File: config.mk
export PLATFORM = sky130hd
export DESIGN_NAME = audio_dma_engine
export DESIGN_NICKNAME = d
export VERILOG_FILES = /design/src/rtl/adma_pkg.sv /design/src/rtl/adma_regs.sv /design/src/rtl/adma_seq.sv /design/src/rtl/audio_dma_engine.sv
export SDC_FILE = /design/constraint.sdc
export NUM_CORES = 1
export LEC_CHECK = 0
export ABC_AREA = 1
export BUFFER_PORTS_ARGS = -buffer_cell sky130_fd_sc_hd__buf_2
export CORE_UTILIZATION = 45
export CTS_BUF_LIST = sky130_fd_sc_hd__clkbuf_4 sky130_fd_sc_hd__clkbuf_8
export DETAILED_ROUTE_END_ITERATION = 10
export PLACE_DENSITY = 0.71
export SYNTH_ARGS = -nofsm -noshare
export SYNTH_HDL_FRONTEND = slang
export SYNTH_SLANG_ARGS = --single-unit
File: constraint.sdc
create_clock -name clk -period 2.4 [get_ports clk]
set_input_delay 0.48 -clock clk [delete_from_list [all_inputs] [get_ports clk]]
set_output_delay 0.48 -clock clk [all_outputs]
set_load 0.1 [all_outputs]
File: src/rtl/adma_pkg.sv
package adma_pkg;

    typedef enum logic [2:0] {
        S_IDLE,
        S_NEXT,
        S_FETCH0,
        S_FETCH1,
        S_DATA_RD,
        S_DATA_PUSH
    } seq_state_e;

    localparam logic [1:0] REG_CMD  = 2'd0;
    localparam logic [1:0] REG_STAT = 2'd1;
    localparam logic [1:0] REG_PTR  = 2'd2;

    localparam int FLAG_EOT = 31;
    localparam int FLAG_EOP = 30;
    localparam int FLAG_JMP = 29;

    localparam int DESC_WORDS = 2;

endpackage

File: src/rtl/adma_regs.sv
module adma_regs
    import adma_pkg::*;
#(
    parameter int ADDR_W = 32,
    parameter int REG_W  = 32
) (
    input  logic              clk,
    input  logic              rst_n,
    input  logic              wr_en,
    input  logic              rd_en,
    input  logic [1:0]        addr,
    input  logic [REG_W-1:0]  wdata,
    output logic [REG_W-1:0]  rdata,
    output logic              cmd_en,
    output logic              cmd_dir,
    output logic [ADDR_W-1:0] ptr,
    output logic              err_flag,
    output logic              irq,
    input  logic              ptr_upd,
    input  logic [ADDR_W-3:0] ptr_upd_val,
    input  logic              eop_event
);

    typedef struct packed {
        logic              en;
        logic              dir;
        logic [ADDR_W-3:0] ptr;
        logic              eop;
        logic              err;
    } regs_t;

    regs_t q, d;
    logic  stat_rd;
    logic  unused_wdata_bit;

    assign unused_wdata_bit = wdata[1];
    assign stat_rd          = rd_en && (addr == REG_STAT);

    always_comb begin
        d = q;
        if (ptr_upd) begin
            d.ptr = ptr_upd_val;
        end
        if (wr_en && addr == REG_PTR) begin
            d.ptr = wdata[ADDR_W-1:2];
        end
        if (wr_en && addr == REG_CMD) begin
            d.en  = wdata[0];
            d.dir = wdata[3];
        end
        if (stat_rd) begin
            d.eop = 1'b0;
            d.err = 1'b0;
        end
        if (eop_event) begin
            if (q.eop && !stat_rd) begin
                d.err = 1'b1;
            end else begin
                d.eop = 1'b1;
            end
        end
    end

    always_ff @(posedge clk or negedge rst_n) begin
        if (!rst_n) begin
            q <= '0;
        end else begin
            q <= d;
        end
    end

    always_comb begin
        case (addr)
            REG_CMD:  rdata = REG_W'({4'b0000, q.dir, 2'b00, q.en});
            REG_STAT: rdata = REG_W'({6'b000000, q.err, q.eop});
            REG_PTR:  rdata = REG_W'({q.ptr, 2'b00});
            default:  rdata = '0;
        endcase
    end

    assign cmd_en   = q.en;
    assign cmd_dir  = q.dir;
    assign ptr      = {q.ptr, 2'b00};
    assign err_flag = q.err;
    assign irq      = q.eop | q.err;

    // the error bit only rises when a page flag was already pending
    p_err_cause_r10: assert property (@(posedge clk) disable iff (!rst_n)
        $rose(q.err) |-> $past(q.eop));

    // a status read with no new event leaves both bits clear
    p_rtc_r11: assert property (@(posedge clk) disable iff (!rst_n)
        (stat_rd && !eop_event) |=> (!q.eop && !q.err));

endmodule

File: src/rtl/adma_seq.sv
module adma_seq
    import adma_pkg::*;
#(
    parameter int ADDR_W = 32,
    parameter int DATA_W = 32,
    parameter int CNT_W  = 16
) (
    input  logic              clk,
    input  logic              rst_n,
    input  logic              en,
    input  logic              dir,
    input  logic              pause,
    input  logic [ADDR_W-1:0] ptr,
    output logic              ptr_upd,
    output logic [ADDR_W-3:0] ptr_upd_val,
    output logic              eop_event,
    output logic              mem_req,
    output logic [ADDR_W-1:0] mem_addr,
    input  logic              mem_rvalid,
    input  logic [DATA_W-1:0] mem_rdata,
    output logic              snd_valid,
    output logic [DATA_W-1:0] snd_data,
    input  logic              snd_ready
);

    localparam int WORD_BYTES = DATA_W / 8;
    localparam int DESC_BYTES = DESC_WORDS * WORD_BYTES;
    localparam int REM_W      = CNT_W + 1;

    typedef struct packed {
        seq_state_e        st;
        logic [ADDR_W-1:0] desc;
        logic [ADDR_W-1:0] cur;
        logic [REM_W-1:0]  rem;
        logic              eot;
        logic              eop;
        logic [DATA_W-1:0] word;
        logic              done;
    } seq_t;

    seq_t q, d;
    logic last_word;

    assign last_word = (q.rem <= REM_W'(WORD_BYTES));

    always_comb begin
        d           = q;
        mem_req     = 1'b0;
        mem_addr    = '0;
        snd_valid   = 1'b0;
        snd_data    = q.word;
        ptr_upd     = 1'b0;
        ptr_upd_val = ptr[ADDR_W-1:2] + (ADDR_W-2)'(DESC_BYTES / 4);
        eop_event   = 1'b0;
        case (q.st)
            S_IDLE: begin
                if (!en) begin
                    d.done = 1'b0;
                end else if (!dir && !q.done && !pause) begin
                    d.st    = S_FETCH0;
                    d.desc  = ptr;
                    ptr_upd = 1'b1;
                end
            end
            S_NEXT: begin
                if (!en) begin
                    d.st = S_IDLE;
                end else if (!pause) begin
                    d.st    = S_FETCH0;
                    d.desc  = ptr;
                    ptr_upd = 1'b1;
                end
            end
            S_FETCH0: begin
                mem_addr = q.desc;
                if (!en) begin
                    d.st = S_IDLE;
                end else if (!pause) begin
                    mem_req = 1'b1;
                    if (mem_rvalid) begin
                        d.cur = {mem_rdata[ADDR_W-1:2], 2'b00};
                        d.st  = S_FETCH1;
                    end
                end
            end
            S_FETCH1: begin
                mem_addr = q.desc + ADDR_W'(WORD_BYTES);
                if (!en) begin
                    d.st = S_IDLE;
                end else if (!pause) begin
                    mem_req = 1'b1;
                    if (mem_rvalid) begin
                        if (mem_rdata[FLAG_JMP]) begin
                            ptr_upd     = 1'b1;
                            ptr_upd_val = q.cur[ADDR_W-1:2];
                            d.st        = S_NEXT;
                        end else begin
                            if (mem_rdata[CNT_W-1:0] == '0) begin
                                d.rem = {1'b1, {CNT_W{1'b0}}};
                            end else begin
                                d.rem = {1'b0, mem_rdata[CNT_W-1:0]};
                            end
                            d.eot = mem_rdata[FLAG_EOT];
                            d.eop = mem_rdata[FLAG_EOP];
                            d.st  = S_DATA_RD;
                        end
                    end
                end
            end
            S_DATA_RD: begin
                mem_addr = q.cur;
                if (!en) begin
                    d.st = S_IDLE;
                end else if (!pause) begin
                    mem_req = 1'b1;
                    if (mem_rvalid) begin
                        d.word = mem_rdata;
                        d.st   = S_DATA_PUSH;
                    end
                end
            end
            S_DATA_PUSH: begin
                snd_valid = 1'b1;
                if (snd_ready) begin
                    d.cur = q.cur + ADDR_W'(WORD_BYTES);
                    if (last_word) begin
                        eop_event = q.eop;
                        if (q.eot) begin
                            d.st   = S_IDLE;
                            d.done = 1'b1;
                        end else if (!en) begin
                            d.st = S_IDLE;
                        end else begin
                            d.st = S_NEXT;
                        end
                    end else begin
                        d.rem = q.rem - REM_W'(WORD_BYTES);
                        d.st  = en ? S_DATA_RD : S_IDLE;
                    end
                end
            end
            default: d.st = S_IDLE;
        endcase
    end

    always_ff @(posedge clk or negedge rst_n) begin
        if (!rst_n) begin
            q    <= '0;
            q.st <= S_IDLE;
        end else begin
            q <= d;
        end
    end

    // an unanswered request keeps its address
    p_req_hold_r14: assert property (@(posedge clk) disable iff (!rst_n)
        (mem_req && !mem_rvalid) |=> (!mem_req || $stable(mem_addr)));

    // an unaccepted sample word stays on the codec side
    p_snd_hold_r14: assert property (@(posedge clk) disable iff (!rst_n)
        (snd_valid && !snd_ready) |=> (snd_valid && $stable(snd_data)));

    // the error pause blocks all memory traffic
    p_pause_r10: assert property (@(posedge clk) disable iff (!rst_n)
        pause |-> !mem_req);

    // capture direction never leaves idle
    p_dir_r13: assert property (@(posedge clk) disable iff (!rst_n)
        (q.st == S_IDLE && dir) |=> (q.st == S_IDLE));

endmodule

File: src/rtl/audio_dma_engine.sv
module audio_dma_engine
    import adma_pkg::*;
#(
    parameter int ADDR_W = 32,
    parameter int DATA_W = 32,
    parameter int CNT_W  = 16
) (
    input  logic              clk,
    input  logic              rst_n,
    input  logic              reg_wr_en,
    input  logic              reg_rd_en,
    input  logic [1:0]        reg_addr,
    input  logic [31:0]       reg_wdata,
    output logic [31:0]       reg_rdata,
    output logic              mem_req,
    output logic [ADDR_W-1:0] mem_addr,
    input  logic              mem_rvalid,
    input  logic [DATA_W-1:0] mem_rdata,
    output logic              snd_valid,
    output logic [DATA_W-1:0] snd_data,
    input  logic              snd_ready,
    output logic              irq
);

    logic              cmd_en;
    logic              cmd_dir;
    logic [ADDR_W-1:0] ptr;
    logic              err_flag;
    logic              ptr_upd;
    logic [ADDR_W-3:0] ptr_upd_val;
    logic              eop_event;

    adma_regs #(
        .ADDR_W (ADDR_W),
        .REG_W  (32)
    ) regs_i (
        .clk         (clk),
        .rst_n       (rst_n),
        .wr_en       (reg_wr_en),
        .rd_en       (reg_rd_en),
        .addr        (reg_addr),
        .wdata       (reg_wdata),
        .rdata       (reg_rdata),
        .cmd_en      (cmd_en),
        .cmd_dir     (cmd_dir),
        .ptr         (ptr),
        .err_flag    (err_flag),
        .irq         (irq),
        .ptr_upd     (ptr_upd),
        .ptr_upd_val (ptr_upd_val),
        .eop_event   (eop_event)
    );

    adma_seq #(
        .ADDR_W (ADDR_W),
        .DATA_W (DATA_W),
        .CNT_W  (CNT_W)
    ) seq_i (
        .clk         (clk),
        .rst_n       (rst_n),
        .en          (cmd_en),
        .dir         (cmd_dir),
        .pause       (err_flag),
        .ptr         (ptr),
        .ptr_upd     (ptr_upd),
        .ptr_upd_val (ptr_upd_val),
        .eop_event   (eop_event),
        .mem_req     (mem_req),
        .mem_addr    (mem_addr),
        .mem_rvalid  (mem_rvalid),
        .mem_rdata   (mem_rdata),
        .snd_valid   (snd_valid),
        .snd_data    (snd_data),
        .snd_ready   (snd_ready)
    );

endmodule

==> flow_summary.toml <==
[status]
run_status = "complete, but fails checks"
violations = "setup timing"

[grt]
grt_pass1_wl_um = 59300
grt-ovfl-total = 0
grtUsageTotal = 0.321
grt_pass1_vias = 10600
grtUsageMet1 = 0.453
grt_max_degree = 61
use_met2 = 0.494
antenna_found_initial = 0
grtUsageMet3 = 0.0450
top_usage_layer = "met2"

[timing]
max_slew.worst_pin.slew_ns = 0.524
fin_ws_ns = -0.320
maxSlewViolCount = 0
min_period_over_period = 1.13
hold_viol_final = 0
period_needed_ns = 2.72
rsz0062_at_grt = "true"
fmax_mhz = 368
finalSetupViolCount = 28
relSlewSlack = 0.651
finClkSkew_ns = 0.0178

[pwr]
comb_power_share = 0.666
internal_power_uw = 8820
vdd_drop_max_uv = 1230
power_density_mw_per_mm2 = 1510
power_frac_seq = 0.228
power_frac_clock = 0.106
finalPower_uw = 21000
p_leak_uw = 0.00676
switching_share = 0.579
switchingPower_uw = 12100

[yosys]
syn-instance-count = 1613
synth_seq_cells = 149
syn_avg_cell_area_um2 = 6.63
synthFlopType = "dfrtp_1"
yosysWarnings = 0
async_flop_share = 1.00
yosysSeqAreaShare = 0.349
synth_top_cell_by_area = "dfrtp_1"
synthTopCellsByArea = "dfrtp_1 35%, nand2_1 17%, nor2_1 7.0%, nand3_1 6.6%, inv_1 6.0%"
synth_edf_count = 0
syn_area_mm2 = 0.0107
synth_most_common_cell = "nand2_1"
ys_top_cells_by_count = "483 x nand2_1, 200 x nor2_1, 171 x inv_1"
yosysUniqueCellTypes = 54
synth_top_cell_area_share = 0.349

[setup_path]
crit_type = "reg2out"
cp_max_fo = 5
reg2reg_slack_ns = 0.31
worstSetupStartpointType = "flip-flop"
rr_startpoint = "seq_i.q[117]"
worstPathArrival_ns = 2.24
worstPathRequired_ns = 1.92
end_kind = "primary output"
rr_worst_depth = 11
rr_endpoint = "seq_i.q[67]"

[placed_design]
dp_hpwl_um = 29000
pre_cts_slack_ns = 0.0466
gp_congestion = 0.948
portBuffers = 167

[floorplan]
pin_count = 171
die_w_um = 156
fp.coreArea_mm2 = 0.0234
start_util = 0.457
die_area_mm2 = 0.0244
die_y_um = 156
core.rowCount = 56

[clock_tree]
cts_made_buffers = 17
clock-sinks = 149
clk_path_buf_depth = 2
clkLatencyLatePin_ns = 0.48
htreeDepth = 4
clk_pin_slew_ns = 0.10
cts-root-buf = "clkbuf_8"
cts_tree = "yes"

[run]
drv_cap = 0

[finish]
seq_area_mm2 = 0.00374
multi_input_comb_area_mm2 = 0.00636
fin_nets = 1878
antenna_cells = 0
drive_gt1_frac = 0.265
fillCellCount = 2178
area_delta_synth_final_pct = 30.3
post-route-util = 0.595

[hold_path]
hp-start = "reg_wdata[28]"
holdPathStages = 3
worstHoldEndpoint = "regs_i.ptr[28]"
hp-class = "in2reg"

[route]
first_iter_violations = 1199
ant_nets = 0
drt_wl_total_um = 38500
wl_per_cell_um = 18.1
vias = 11700
drc = 0
first_pass_iters = 6
routed_via_density = 5.47
==> how the worst max path moves through the flow <==
stage,startpoint,to,cells past startpoint
finish,seq_i.q[86],mem_addr[17],12
global route,seq_i.q[86],mem_addr[29],11
CTS,seq_i.q[86],mem_addr[12],9
detailed placement,seq_i.q[93],mem_addr[29],10
global placement,seq_i.q[86],mem_addr[23],9
floorplan,seq_i.q[116],mem_addr[15],6
==> metal layers <==
metal / vias to the layer above / wire (um)
li1: 5571 / -
met1: 5443 / 16800
met2: 563 / 17100
met3: 89 / 3070
met4: 0 / 1530
met5: - / 0
==> area by class of cell <==
cell class	count	area share
flip-flops and latches	149	0.269
clock inverters	13	0.0135
multi-input cells	1190	0.457
repair inverters	1	0.000359
repair buffers	255	0.160
inverters	187	0.0534
clock buffers	19	0.0183
well taps	319	0.0287
==> sequential cells by signal, indices dropped and copies added, names as in the netlist <==
signal / count
regs_i.ptr: 30
regs_i.cmd_dir: 1
seq_i.q: 83
regs_i.q: 1
regs_i.err_flag: 1
seq_i.snd_data: 32
regs_i.cmd_en: 1
==> what timing repair did <==
item	in CTS	in global routing
buffers inserted	30	16
hold buffers	1	0
pin swaps	19	31
resized for setup	95	59
cloned	0	3
endpoints found under the setup margin	30	32
endpoints found under the hold margin	44	0
==> power groups by stage <==
| stage | Combinational [uW] | Sequential (uW) | Clock, uW |
|---|---|---|---|
| 2_1_floorplan | 9740 | 4400 | 0 |
| 3_3_place_gp | 12700 | 4760 | 0 |
| 3_5_place_dp | 12800 | 4770 | 0 |
| 4_1_cts | 13500 | 4700 | 2240 |
| 5_1_grt | 14800 | 4920 | 2370 |
| 6_report | 14000 | 4790 | 2210 |
==> through the flow <==
| stage | instance area [um^2] | instances | TNS [ns] | hold WS, ns |
|---|---|---|---|---|
| after floorplan | 11000 | 1614 | -5.82 | 0.184 |
| after global placement | 12500 | 2052 | 0 | 0.461 |
| after detailed placement | 12500 | 2052 | 0 | 0.465 |
| after CTS | 13500 | 2115 | -4.10 | 0.214 |
| after global routing | 13900 | 2133 | -8.55 | 0.204 |
| final | 13900 | 2133 | -5.90 | 0.221 |
==> worst max-delay path, cell delays in order, from the launching register on <==
cell      delay (ns)
dfrtp_2         0.43
buf_6           0.12
nand3_4         0.08
nor2_4          0.14
buf_4           0.13
buf_6           0.08
buf_6           0.10
nand2_4         0.07
inv_6           0.09
nand4_1         0.10
nand3_2         0.10
o221ai_4        0.12
buf_16          0.20
==> cell usage in the layout (no fill, tap or decap), types with 8 or more instances in the layout <==
cell / Yosys / final
a21oi_1: 59 / 58
buf_12: 1 / 36
buf_2: 20 / 129
buf_4: 37 / 65
buf_6: 8 / 14
clkbuf_8: 0 / 18
dfrtp_1: 149 / 140
dfrtp_2: 0 / 9
inv_1: 171 / 164
inv_2: 10 / 12
mux2_4: 9 / 9
nand2_1: 483 / 459
nand2_2: 5 / 21
nand2_4: 3 / 11
nand3_1: 140 / 122
nand3_2: 2 / 17
nand4_1: 22 / 22
nor2_1: 200 / 156
nor2_2: 7 / 43
nor2_4: 1 / 9
nor3_1: 29 / 20
o211ai_1: 15 / 15
o21ai_0: 96 / 93
o21ai_1: 20 / 22
o221ai_4: 0 / 8
o22ai_1: 12 / 10
xor2_1: 11 / 11
==> cells by family after synthesis <==
logic type,count (synthesis),share of synthesized area
other cells,1,0.000351
mux,16,0.0200
flops,149,0.349
buf+inv,275,0.120
compound gates,244,0.133
simple gates,911,0.362
fa+ha+maj,5,0.00585
xor+xnor,12,0.00983
(Power assumes the default switching activity.)
